==> src/rtl/pdiv_pkg.sv <==
package pdiv_pkg;

    // phase of one period-divider machine
    typedef enum logic [1:0] {
        PH_IDLE  = 2'd0,
        PH_COUNT = 2'd1,
        PH_FIRE  = 2'd2
    } phase_t;

endpackage

==> src/rtl/pdiv_ratio_calc.sv <==
module pdiv_ratio_calc #(
    parameter int NW        = 12,
    parameter int AW        = 4,
    parameter int MIN_RATIO = 10,
    localparam int RW       = NW + 2
) (
    input  logic [NW-1:0] n_val,
    input  logic [AW-1:0] a_val,
    output logic [RW-1:0] ratio,
    output logic          legal
);

    logic [RW-1:0] twice_n;
    logic [NW:0]   a_plus_one;
    logic          shape_ok;

    always_comb begin
        twice_n = {1'b0, n_val, 1'b0};
        if (a_val == '0) begin
            ratio = twice_n;
        end else begin
            ratio = twice_n + RW'(a_val) + RW'(1);
        end
        // A < N - 1 written without a subtraction that could wrap
        a_plus_one = (NW+1)'(a_val) + (NW+1)'(1);
        shape_ok   = (n_val >= NW'(2)) && (a_plus_one < {1'b0, n_val});
        legal      = shape_ok && (ratio >= RW'(MIN_RATIO));
    end

endmodule

==> src/rtl/pdiv_period_fsm.sv <==
module pdiv_period_fsm
    import pdiv_pkg::*;
#(
    parameter int CW = 14
) (
    input  logic          clk,
    input  logic          rst,
    input  logic          run,
    input  logic [CW-1:0] init_len,
    input  logic [CW-1:0] next_len,
    input  logic          next_ok,
    output logic          pulse
);

    phase_t        state_q;
    phase_t        state_d;
    logic [CW-1:0] cnt_q;
    logic [CW-1:0] len_q;
    logic [CW-1:0] eff_len;
    logic          last_cnt;

    always_comb begin
        eff_len  = next_ok ? next_len : len_q;
        last_cnt = ({1'b0, cnt_q} + (CW+1)'(2)) >= {1'b0, len_q};
        state_d  = state_q;
        unique case (state_q)
            PH_IDLE:  state_d = run ? PH_COUNT : PH_IDLE;
            PH_COUNT: begin
                if (!run)          state_d = PH_IDLE;
                else if (last_cnt) state_d = PH_FIRE;
                else               state_d = PH_COUNT;
            end
            PH_FIRE: begin
                if (!run)                   state_d = PH_IDLE;
                else if (eff_len == CW'(1)) state_d = PH_FIRE;
                else                        state_d = PH_COUNT;
            end
            default:  state_d = PH_IDLE;
        endcase
    end

    // state register
    always_ff @(posedge clk) begin
        if (rst) state_q <= PH_COUNT;
        else     state_q <= state_d;
    end

    // count and latched ratio; the ratio changes only at a boundary or while idle
    always_ff @(posedge clk) begin
        if (rst) begin
            cnt_q <= '0;
            len_q <= init_len;
        end else begin
            if (state_q == PH_COUNT && state_d == PH_COUNT) cnt_q <= cnt_q + CW'(1);
            else                                            cnt_q <= '0;
            if ((state_q == PH_FIRE || state_q == PH_IDLE) && next_ok) len_q <= next_len;
        end
    end

    // output process
    always_comb begin
        pulse = (state_q == PH_FIRE) && run;
    end

    p_len_steady_r6: assert property (@(posedge clk) disable iff (rst)
        (state_q == PH_COUNT) |=> $stable(len_q));

    p_one_wide_r7: assert property (@(posedge clk) disable iff (rst)
        (state_q == PH_FIRE) |=> (state_q != PH_FIRE) || (len_q == CW'(1)));

    p_cnt_inside_r7: assert property (@(posedge clk) disable iff (rst)
        (state_q == PH_COUNT && len_q >= CW'(2)) |-> ({1'b0, cnt_q} + (CW+1)'(2)) <= {1'b0, len_q});

    p_idle_follows_r9: assert property (@(posedge clk) disable iff (rst)
        !run |=> (state_q == PH_IDLE));

endmodule

==> src/rtl/pll_fb_divider.sv <==
module pll_fb_divider #(
    parameter int NW        = 12,
    parameter int AW        = 4,
    parameter int DW        = 7,
    parameter int MIN_RATIO = 10,
    parameter int RST_N     = 5,
    parameter int RST_A     = 0,
    parameter int RST_D     = 4
) (
    input  logic          clk,
    input  logic          rst,
    input  logic          cfg_load,
    input  logic [11:0]   cfg_n,
    input  logic [3:0]    cfg_a,
    input  logic [6:0]    cfg_d,
    output logic          fb_pulse,
    output logic          ref_pulse,
    output logic          cfg_illegal,
    output logic          pwr_down
);

    localparam int RW    = NW + 2;
    localparam int RST_M = (RST_A == 0) ? 2 * RST_N : 2 * RST_N + RST_A + 1;

    logic [NW-1:0] n_q;
    logic [AW-1:0] a_q;
    logic [DW-1:0] d_q;
    logic [RW-1:0] fb_ratio;
    logic          fb_legal;
    logic          path_on;

    // configuration capture, strobe only
    always_ff @(posedge clk) begin
        if (rst) begin
            n_q <= NW'(RST_N);
            a_q <= AW'(RST_A);
            d_q <= DW'(RST_D);
        end else if (cfg_load) begin
            n_q <= cfg_n;
            a_q <= cfg_a;
            d_q <= cfg_d;
        end
    end

    pdiv_ratio_calc #(
        .NW        (NW),
        .AW        (AW),
        .MIN_RATIO (MIN_RATIO)
    ) u_calc (
        .n_val (n_q),
        .a_val (a_q),
        .ratio (fb_ratio),
        .legal (fb_legal)
    );

    always_comb begin
        path_on     = (d_q != '0);
        pwr_down    = !path_on;
        cfg_illegal = !fb_legal;
    end

    pdiv_period_fsm #(.CW(RW)) u_fb (
        .clk      (clk),
        .rst      (rst),
        .run      (path_on),
        .init_len (RW'(RST_M)),
        .next_len (fb_ratio),
        .next_ok  (fb_legal),
        .pulse    (fb_pulse)
    );

    pdiv_period_fsm #(.CW(DW)) u_ref (
        .clk      (clk),
        .rst      (rst),
        .run      (path_on),
        .init_len (DW'(RST_D)),
        .next_len (d_q),
        .next_ok  (path_on),
        .pulse    (ref_pulse)
    );

    p_capture_only_r5: assert property (@(posedge clk) disable iff (rst)
        !cfg_load |=> ($stable(n_q) && $stable(a_q) && $stable(d_q)));

    p_keep_legal_r4: assert property (@(posedge clk) disable iff (rst)
        cfg_illegal |=> $stable(u_fb.len_q));

    p_pd_quiet_r9: assert property (@(posedge clk) disable iff (rst)
        pwr_down |-> (!fb_pulse && !ref_pulse));

    p_reset_quiet_r10: assert property (@(posedge clk)
        $past(rst) |-> (!fb_pulse && !ref_pulse));

endmodule

==> config.mk <==
export PLATFORM = sky130hd
export DESIGN_NAME = pll_fb_divider
export DESIGN_NICKNAME = d
export VERILOG_FILES = /design/src/rtl/pdiv_pkg.sv /design/src/rtl/pdiv_ratio_calc.sv /design/src/rtl/pdiv_period_fsm.sv /design/src/rtl/pll_fb_divider.sv
export SDC_FILE = /design/constraint.sdc
export NUM_CORES = 1
export LEC_CHECK = 0
export BUFFER_PORTS_ARGS = -buffer_cell sky130_fd_sc_hd__buf_2
export CAP_MARGIN = 10
export CORE_ASPECT_RATIO = 0.9
export CORE_MARGIN = 2
export CORE_UTILIZATION = 29
export CTS_CLUSTER_DIAMETER = 40
export CTS_CLUSTER_SIZE = 10
export DETAILED_ROUTE_END_ITERATION = 6
export PLACE_DENSITY_LB_ADDON = 0.08
export RECOVER_POWER = 50
export SLEW_MARGIN = 20
export SYNTH_ARGS = -nofsm -noshare
export SYNTH_HDL_FRONTEND = slang
export SYNTH_SLANG_ARGS = --single-unit
==> constraint.sdc <==
create_clock -name clk -period 5.3 [get_ports clk]
set_clock_uncertainty 0.15 [all_clocks]
set_input_delay 0.53 -clock clk [delete_from_list [all_inputs] [get_ports clk]]
set_output_delay 0.53 -clock clk [all_outputs]
set_load 0.05 [all_outputs]
==> out/metrics.cfg, run 1 <==
[run_status]
outcome = finished, violations left
violations = max-capacitance violations, max-slew violations

[logic_synthesis]
synth_area_per_cell_um2 = 8.39
synthFlopType = dfxtp_1
yosysTopAreaCellShare_pct = 32.9
synth_edf_count = 0
synthesis.area_um2 = 4200
postSynthCellCount = 500
ys_seq_area_share_pct = 32.9
synth_common_cells = dfxtp_1, nor2_1, ha_1, nand2_1, inv_1
synth.most_common_cell = dfxtp_1
ys_ff_latch = 69
synth-async-reset-ratio_pct = 0
syn-num-nets = 561
ys_types = 51
ys_warn_count = 0
netlist_top_cells_area = dfxtp_1, ha_1, xor2_1
synth_top_area_cell = dfxtp_1

[detailed_routing]
wl_per_cell_um = 14.1
vias = 3375
via_per_inst = 4.74
drc_errors = 0
drtPass1Iterations = 4
ant_nets = 0
routed_wl_um = 10100
drtIter0Drc = 146

[global_route]
grt_usage_pct = 14.2
grt_first_pass_wirelength_um = 17100
antenna_found_initial = 0
gr-total-overflow = 0
grt_pass1_vias = 3278
grt_max_degree = 54

[clocking]
numCtsBuffers = 9
h-tree-depth = 3
postCtsSetupRepairBufs = 0
cts.sinks = 69
clk_path_buf_depth = 2
path_clk_slew_ns = 0.06
ctsResizeCount = 0
clock_latency_ns = 0.34
tritoncts = done
holdBufCountCts = 0
cts-root-buf = clkbuf_16

[sta]
rsz0062_at_grt = false
maxSlewHeadroom_pct = -10.7
worst_pin_slew_ns = 1.66
period_needed_ns = 4.21
drv_slew = 25
fin_crit_sh_pct = 79.5
fin_setup_tns_ns = 0
fmax_mhz = 237
setup_violations = 0
hold_violations = 0
finalWorstSetupSlack_ns = 1.09

[worst_setup_path]
cp-startpoint = a_q[0]
crit_fanout = 22
startpoint_type = register
reg2regPathDepth = 11
crit_chain = inv_1 > ha_1 > nor3b_1 > buf_4 > a211oi_1 > and3_1 > o22ai_1 > o31ai_4 > clkbuf_1 > buf_2
worstPathRequired_ns = 4.62
setup.worst_path.class = reg -> out
r2r_setup_slack_ns = 1.56
critPathArrivalTime_ns = 3.53
max_stage_delay_ns = 0.71
critPathSlowestCell = clkbuf_1
cp-endpoint = cfg_illegal
setup.worst_path.end_class = primary output
r2r-start = a_q[0]
r2r-end = u_fb.state_q[0]

[floorplan]
fp.coreArea_um2 = 14100
ios = 30
dieArea_um2 = 15500
fp.dieH_um = 118
die_x_um = 131
rows = 41
initial_core_util_pct = 29.7

[power]
seqPwrFrac_pct = 40.7
p_leak_nw = 1.99
ir_drop_mv = 0.153
pwr-share-clk_pct = 42.1
p_int_mw = 1.05
power_density_nw_per_um2 = 310
switching_power_uw = 436
swShare_pct = 29.3
p_comb_share_pct = 17.3

[cells_and_area]
nets = 575
syn2layout_area_growth_pct = 14.2
drive_gt1_share_pct = 10.2
fill_cells = 1491
diodes = 0

[min_path]
hold_class = in -> reg

[placement]
gp_congestion = 0.799
dp_hpwl_um = 7290
portBuffers = 29
dp_slack_ns = 1.90

[run]
drv_cap = 1

[layout by cell type, fill, tap and decap left out, types with 6 or more instances in the layout]
cell type	instances
o41ai_1	10
buf_2	25
and3_1	14
o211ai_1	14
xor2_1	31
xnor2_1	17
nand4_1	6
o21ai_0	15
a21oi_1	16
dfxtp_1	69
clkbuf_16	9
mux2i_1	24
nand2_1	34
inv_1	33
nor3_1	11
nor2_1	62
ha_1	34
nand3_1	22
[cell type report]
type	count	area [µm²]	share of cell area, %
multi-input cells	369	2570	53.7
flip-flops and latches	69	1380	28.8
clock buffers	11	253	5.28
well taps	193	241	5.04
repair buffers	32	159	3.32
inverters	33	124	2.59
clock inverters	5	58.8	1.23
[cells by family after synthesis]
| family | count (synthesis) | share of synthesized area, % |
|---|---|---|
| AND/OR/NAND/NOR | 176 | 20.2 |
| AO/OA/AOI/OAI | 84 | 14.2 |
| flip-flops | 69 | 32.9 |
| buffers and inverters | 62 | 5.75 |
| XOR/XNOR | 48 | 10.0 |
| adder cells (fa/ha/maj) | 35 | 10.6 |
| multiplexers | 26 | 6.26 |
[per-stage QoR]
step / util, % / total power, mW / std cells / area [µm²] / hold WS (ns)
finish: 34.0 / 1.49 / 712 / 4790 / 0.257
global route: 34.0 / 1.59 / 712 / 4790 / 0.255
CTS: 34.0 / 1.52 / 712 / 4800 / 0.240
detailed placement: 31.8 / 0.877 / 696 / 4490 / 0.323
global placement: 31.8 / 0.874 / 696 / 4490 / 0.319
floorplan: - / 0.806 / 500 / 4200 / 0.291
[critical path, delay by kind of cell, from the launching register on]
| family | cells | cell delay (ns) |
|---|---|---|
| AOI/OAI and AO/OA | 3 | 0.69 |
| buffers and inverters | 4 | 1.39 |
| adders and majority gates | 1 | 0.21 |
| and+or+nand+nor | 2 | 0.37 |
| DFF | 1 | 0.53 |
[power groups by stage]
stage | clock network, mW | registers (mW) | logic, mW
6_report | 0.626 | 0.605 | 0.257
5_1_grt | 0.678 | 0.613 | 0.298
4_1_cts | 0.652 | 0.605 | 0.262
3_5_place_dp | 0 | 0.617 | 0.261
3_3_place_gp | 0 | 0.616 | 0.258
2_1_floorplan | 0 | 0.588 | 0.218
[state kept, by name, indices dropped and copies added (netlist names), 4 cells and up]
name         count
u_ref.cnt_q      7
u_fb.len_q      14
a_q              4
u_fb.cnt_q      14
d_q              7
n_q             12
u_ref.len_q      7
[layer usage]
layer  GRT usage (%)  up-vias  share of wire [%]
met3            4.41       15                3.3
met5               0        -                  0
met2            20.4       42                 43
met4            4.79        0                1.5
li1                -     1782                  -
met1            20.0     1536                 52
[worst min-delay path by stage]
stage              startpoint              to  slack [ns]  depth (start not counted)
2_1_floorplan  u_ref.cnt_q[0]  u_ref.cnt_q[0]        0.29                          1
3_3_place_gp   u_ref.len_q[3]  u_ref.len_q[3]        0.32                          2
3_5_place_dp   u_ref.cnt_q[0]  u_ref.cnt_q[0]        0.32                          1
4_1_cts              cfg_n[0]          n_q[0]        0.24                          3
5_1_grt              cfg_n[0]          n_q[0]        0.25                          3
6_report             cfg_n[0]          n_q[0]        0.26                          3
No activity file was read; power rests on OpenSTA's default activity.
==> run 2, diff against run 1 <==
==> constraint.sdc (replaced) <==
create_clock -name clk -period 3.6 [get_ports clk]
set_clock_uncertainty 0.15 [all_clocks]
set_input_delay 0.36 -clock clk [delete_from_list [all_inputs] [get_ports clk]]
set_output_delay 0.36 -clock clk [all_outputs]
set_load 0.05 [all_outputs]
==> out/metrics.cfg, run 2 (synthesis results as in run 1) <==
[floorplan]
initial_core_util_pct = 29.7  ; unchanged
die_x_um = 131  ; unchanged
ios = 30  ; unchanged
fp.coreArea_um2 = 14100  ; unchanged
dieArea_um2 = 15500  ; unchanged
rows = 41  ; unchanged
fp.dieH_um = 118  ; unchanged

[worst_setup_path]
setup.worst_path.class = reg -> out
crit_fanout = 11  ; -50%
worstPathRequired_ns = 3.09  ; -1.53 ns
critPathSlowestCell = dfxtp_1
r2r-end = u_fb.state_q[0]
setup.worst_path.end_class = primary output
critPathArrivalTime_ns = 2.78  ; -0.75 ns
startpoint_type = register
reg2regPathDepth = 12  ; +1
max_stage_delay_ns = 0.52  ; -0.19 ns
r2r_setup_slack_ns = 0.31  ; -1.25 ns
crit_buf_inv = 3  ; -1
crit_chain = inv_1 > ha_1 > nor3b_1 > buf_4 > a211oi_2 > and3_1 > o22ai_1 > o31ai_4 > buf_2
r2r-start = u_fb.cnt_q[2]
cpLargestDelayFamily = compound AO/OA/AOI/OAI gates

[global_route]
antenna_found_initial = 0  ; unchanged
grt_pass1_vias = 3255  ; -0.70%
grt_first_pass_wirelength_um = 16900  ; -1.3%
grt_max_degree = 34  ; -37%
grt_usage_pct = 13.8  ; -0.41 points
gr-total-overflow = 0  ; unchanged

[power]
power_density_nw_per_um2 = 465  ; +50%
p_leak_nw = 2.03  ; +1.9%
ir_drop_mv = 0.240  ; +57%

[cells_and_area]
final_common_cell = dfxtp_1
mostFrequentLayoutCells = dfxtp_1, nor2_1, ha_1
drive_gt1_share_pct = 11.5  ; +1.2 points
syn2layout_area_growth_pct = 15.8
reg_top3 = u_fb.cnt_q x14, u_fb.len_q x14, n_q x12
diodes = 0  ; unchanged
final_area_um2 = 4860  ; +1.4%
nets = 580  ; +0.87%
fill_cells = 1485  ; -0.40%
instances_no_fill = 717  ; +0.70%

[placement]
numPlacedInstances = 697  ; +0.14%
dp_hpwl_um = 7330  ; +0.53%
dp_slack_ns = 0.263  ; -1.64 ns
portBuffers = 29  ; unchanged
place_area_um2 = 4500  ; +0.17%
gp_congestion = 0.791  ; -0.94%

[clocking]
numCtsBuffers = 9  ; unchanged
holdBufCountCts = 0  ; unchanged
h-tree-depth = 3  ; unchanged
cts-root-buf = clkbuf_16
cts.sinks = 69  ; unchanged
clk_path_buf_depth = 2  ; unchanged
tritoncts = done
path_clk_slew_ns = 0.06  ; about the same
clock_latency_ns = 0.34  ; about the same

[detailed_routing]
drtIter0Drc = 149  ; +2.1%
wl_per_cell_um = 13.7  ; -2.7%
routed_wl_um = 9850  ; -2.0%
vias = 3389  ; +0.41%
drc_errors = 0  ; unchanged
ant_nets = 0  ; unchanged
via_per_inst = 4.73  ; -0.29%
drtPass1Iterations = 5  ; +1

[run_status]
violations = max-capacitance violations, max-slew violations
outcome = finished, violations left

[sta]
maxSlewHeadroom_pct = -7.61  ; +3.1 points
finalWorstSetupSlack_ns = 0.307  ; -0.780 ns
fin_setup_tns_ns = 0  ; unchanged
worst_pin_slew_ns = 1.61  ; -0.0459 ns
period_needed_ns = 3.29
whs_ns = 0.0945  ; -0.162 ns
fin_crit_sh_pct = 91.5
setup_violations = 0  ; unchanged
fmax_mhz = 304
drv_slew = 25  ; unchanged
hold_violations = 0  ; unchanged
rsz0062_at_grt = false

[min_path]
hold_class = in -> reg
hold_path_depth = 3  ; unchanged
holdPathEnd = n_q[2]
hp-start = cfg_n[2]

[run]
drv_cap = 1  ; unchanged

## run 2: changes by cell type in the layout (fill, tap and decap cells not counted), sizes merged
cell / change
bufinv: +1
buf: +5
inv: +1
clkinvlp: -1
clkbuf: -1
## run 2: how the worst max path moves through the flow
| stage | to | depth (start not counted) | slack (ns) | start |
|---|---|---|---|---|
| final | cfg_illegal | 9 | 0.31 | a_q[0] |
| after global routing | u_fb.state_q[0] | 12 | 0.01 | u_fb.cnt_q[1] |
| after CTS | cfg_illegal | 9 | 0.07 | a_q[0] |
| after detailed placement | u_fb.cnt_q[4] | 12 | 0.26 | u_fb.cnt_q[2] |
| after global placement | u_fb.cnt_q[13] | 12 | 0.36 | u_fb.cnt_q[2] |
| after floorplan | u_fb.state_q[0] | 12 | 0.60 | u_fb.cnt_q[2] |
## run 2: what timing repair did
action,4_1_cts,5_1_grt
buffers inserted,0,4
gates resized for setup,0,3
endpoints found under the setup margin,0,15
## run 2: stage by stage
step,power (mW),util (%)
6_report,2.26,34.4
2_1_floorplan,1.19,-
5_1_grt,2.39,34.4
4_1_cts,2.29,34.2
3_5_place_dp,1.29,31.9
3_3_place_gp,1.29,31.9
## run 2: power breakdown
| group | switching (mW) | internal (mW) | leakage [nW] |
|---|---|---|---|
| combinational | 0.217 | 0.172 | 1.30 |
| clock | 0.351 | 0.630 | 0.159 |
| sequential | 0.0756 | 0.815 | 0.562 |
| total | 0.644 | 1.62 | 2.03 |
## run 2: area by class of cell
type	count	area, µm²	share of cell area, %
inverter	33	124	2.55
timing repair buffer	37	196	4.04
clock buffer	10	239	4.92
sequential	69	1380	28.4
tap	193	241	4.97
clock inverter	6	93.8	1.93
multi-input combinational	369	2580	53.2
## run 2: layer usage
metal	vias to the layer above	wire length, µm	track usage, %
li1	1787	-	-
met1	1546	5220	19.9
met2	47	4200	19.7
met3	9	317	3.91
met4	0	122	4.26
met5	-	0	0
## run 2: worst min-delay path: stages
cell and delay [ns]:
buf_2 0.07, nand2_1 0.05, o211ai_1 0.06
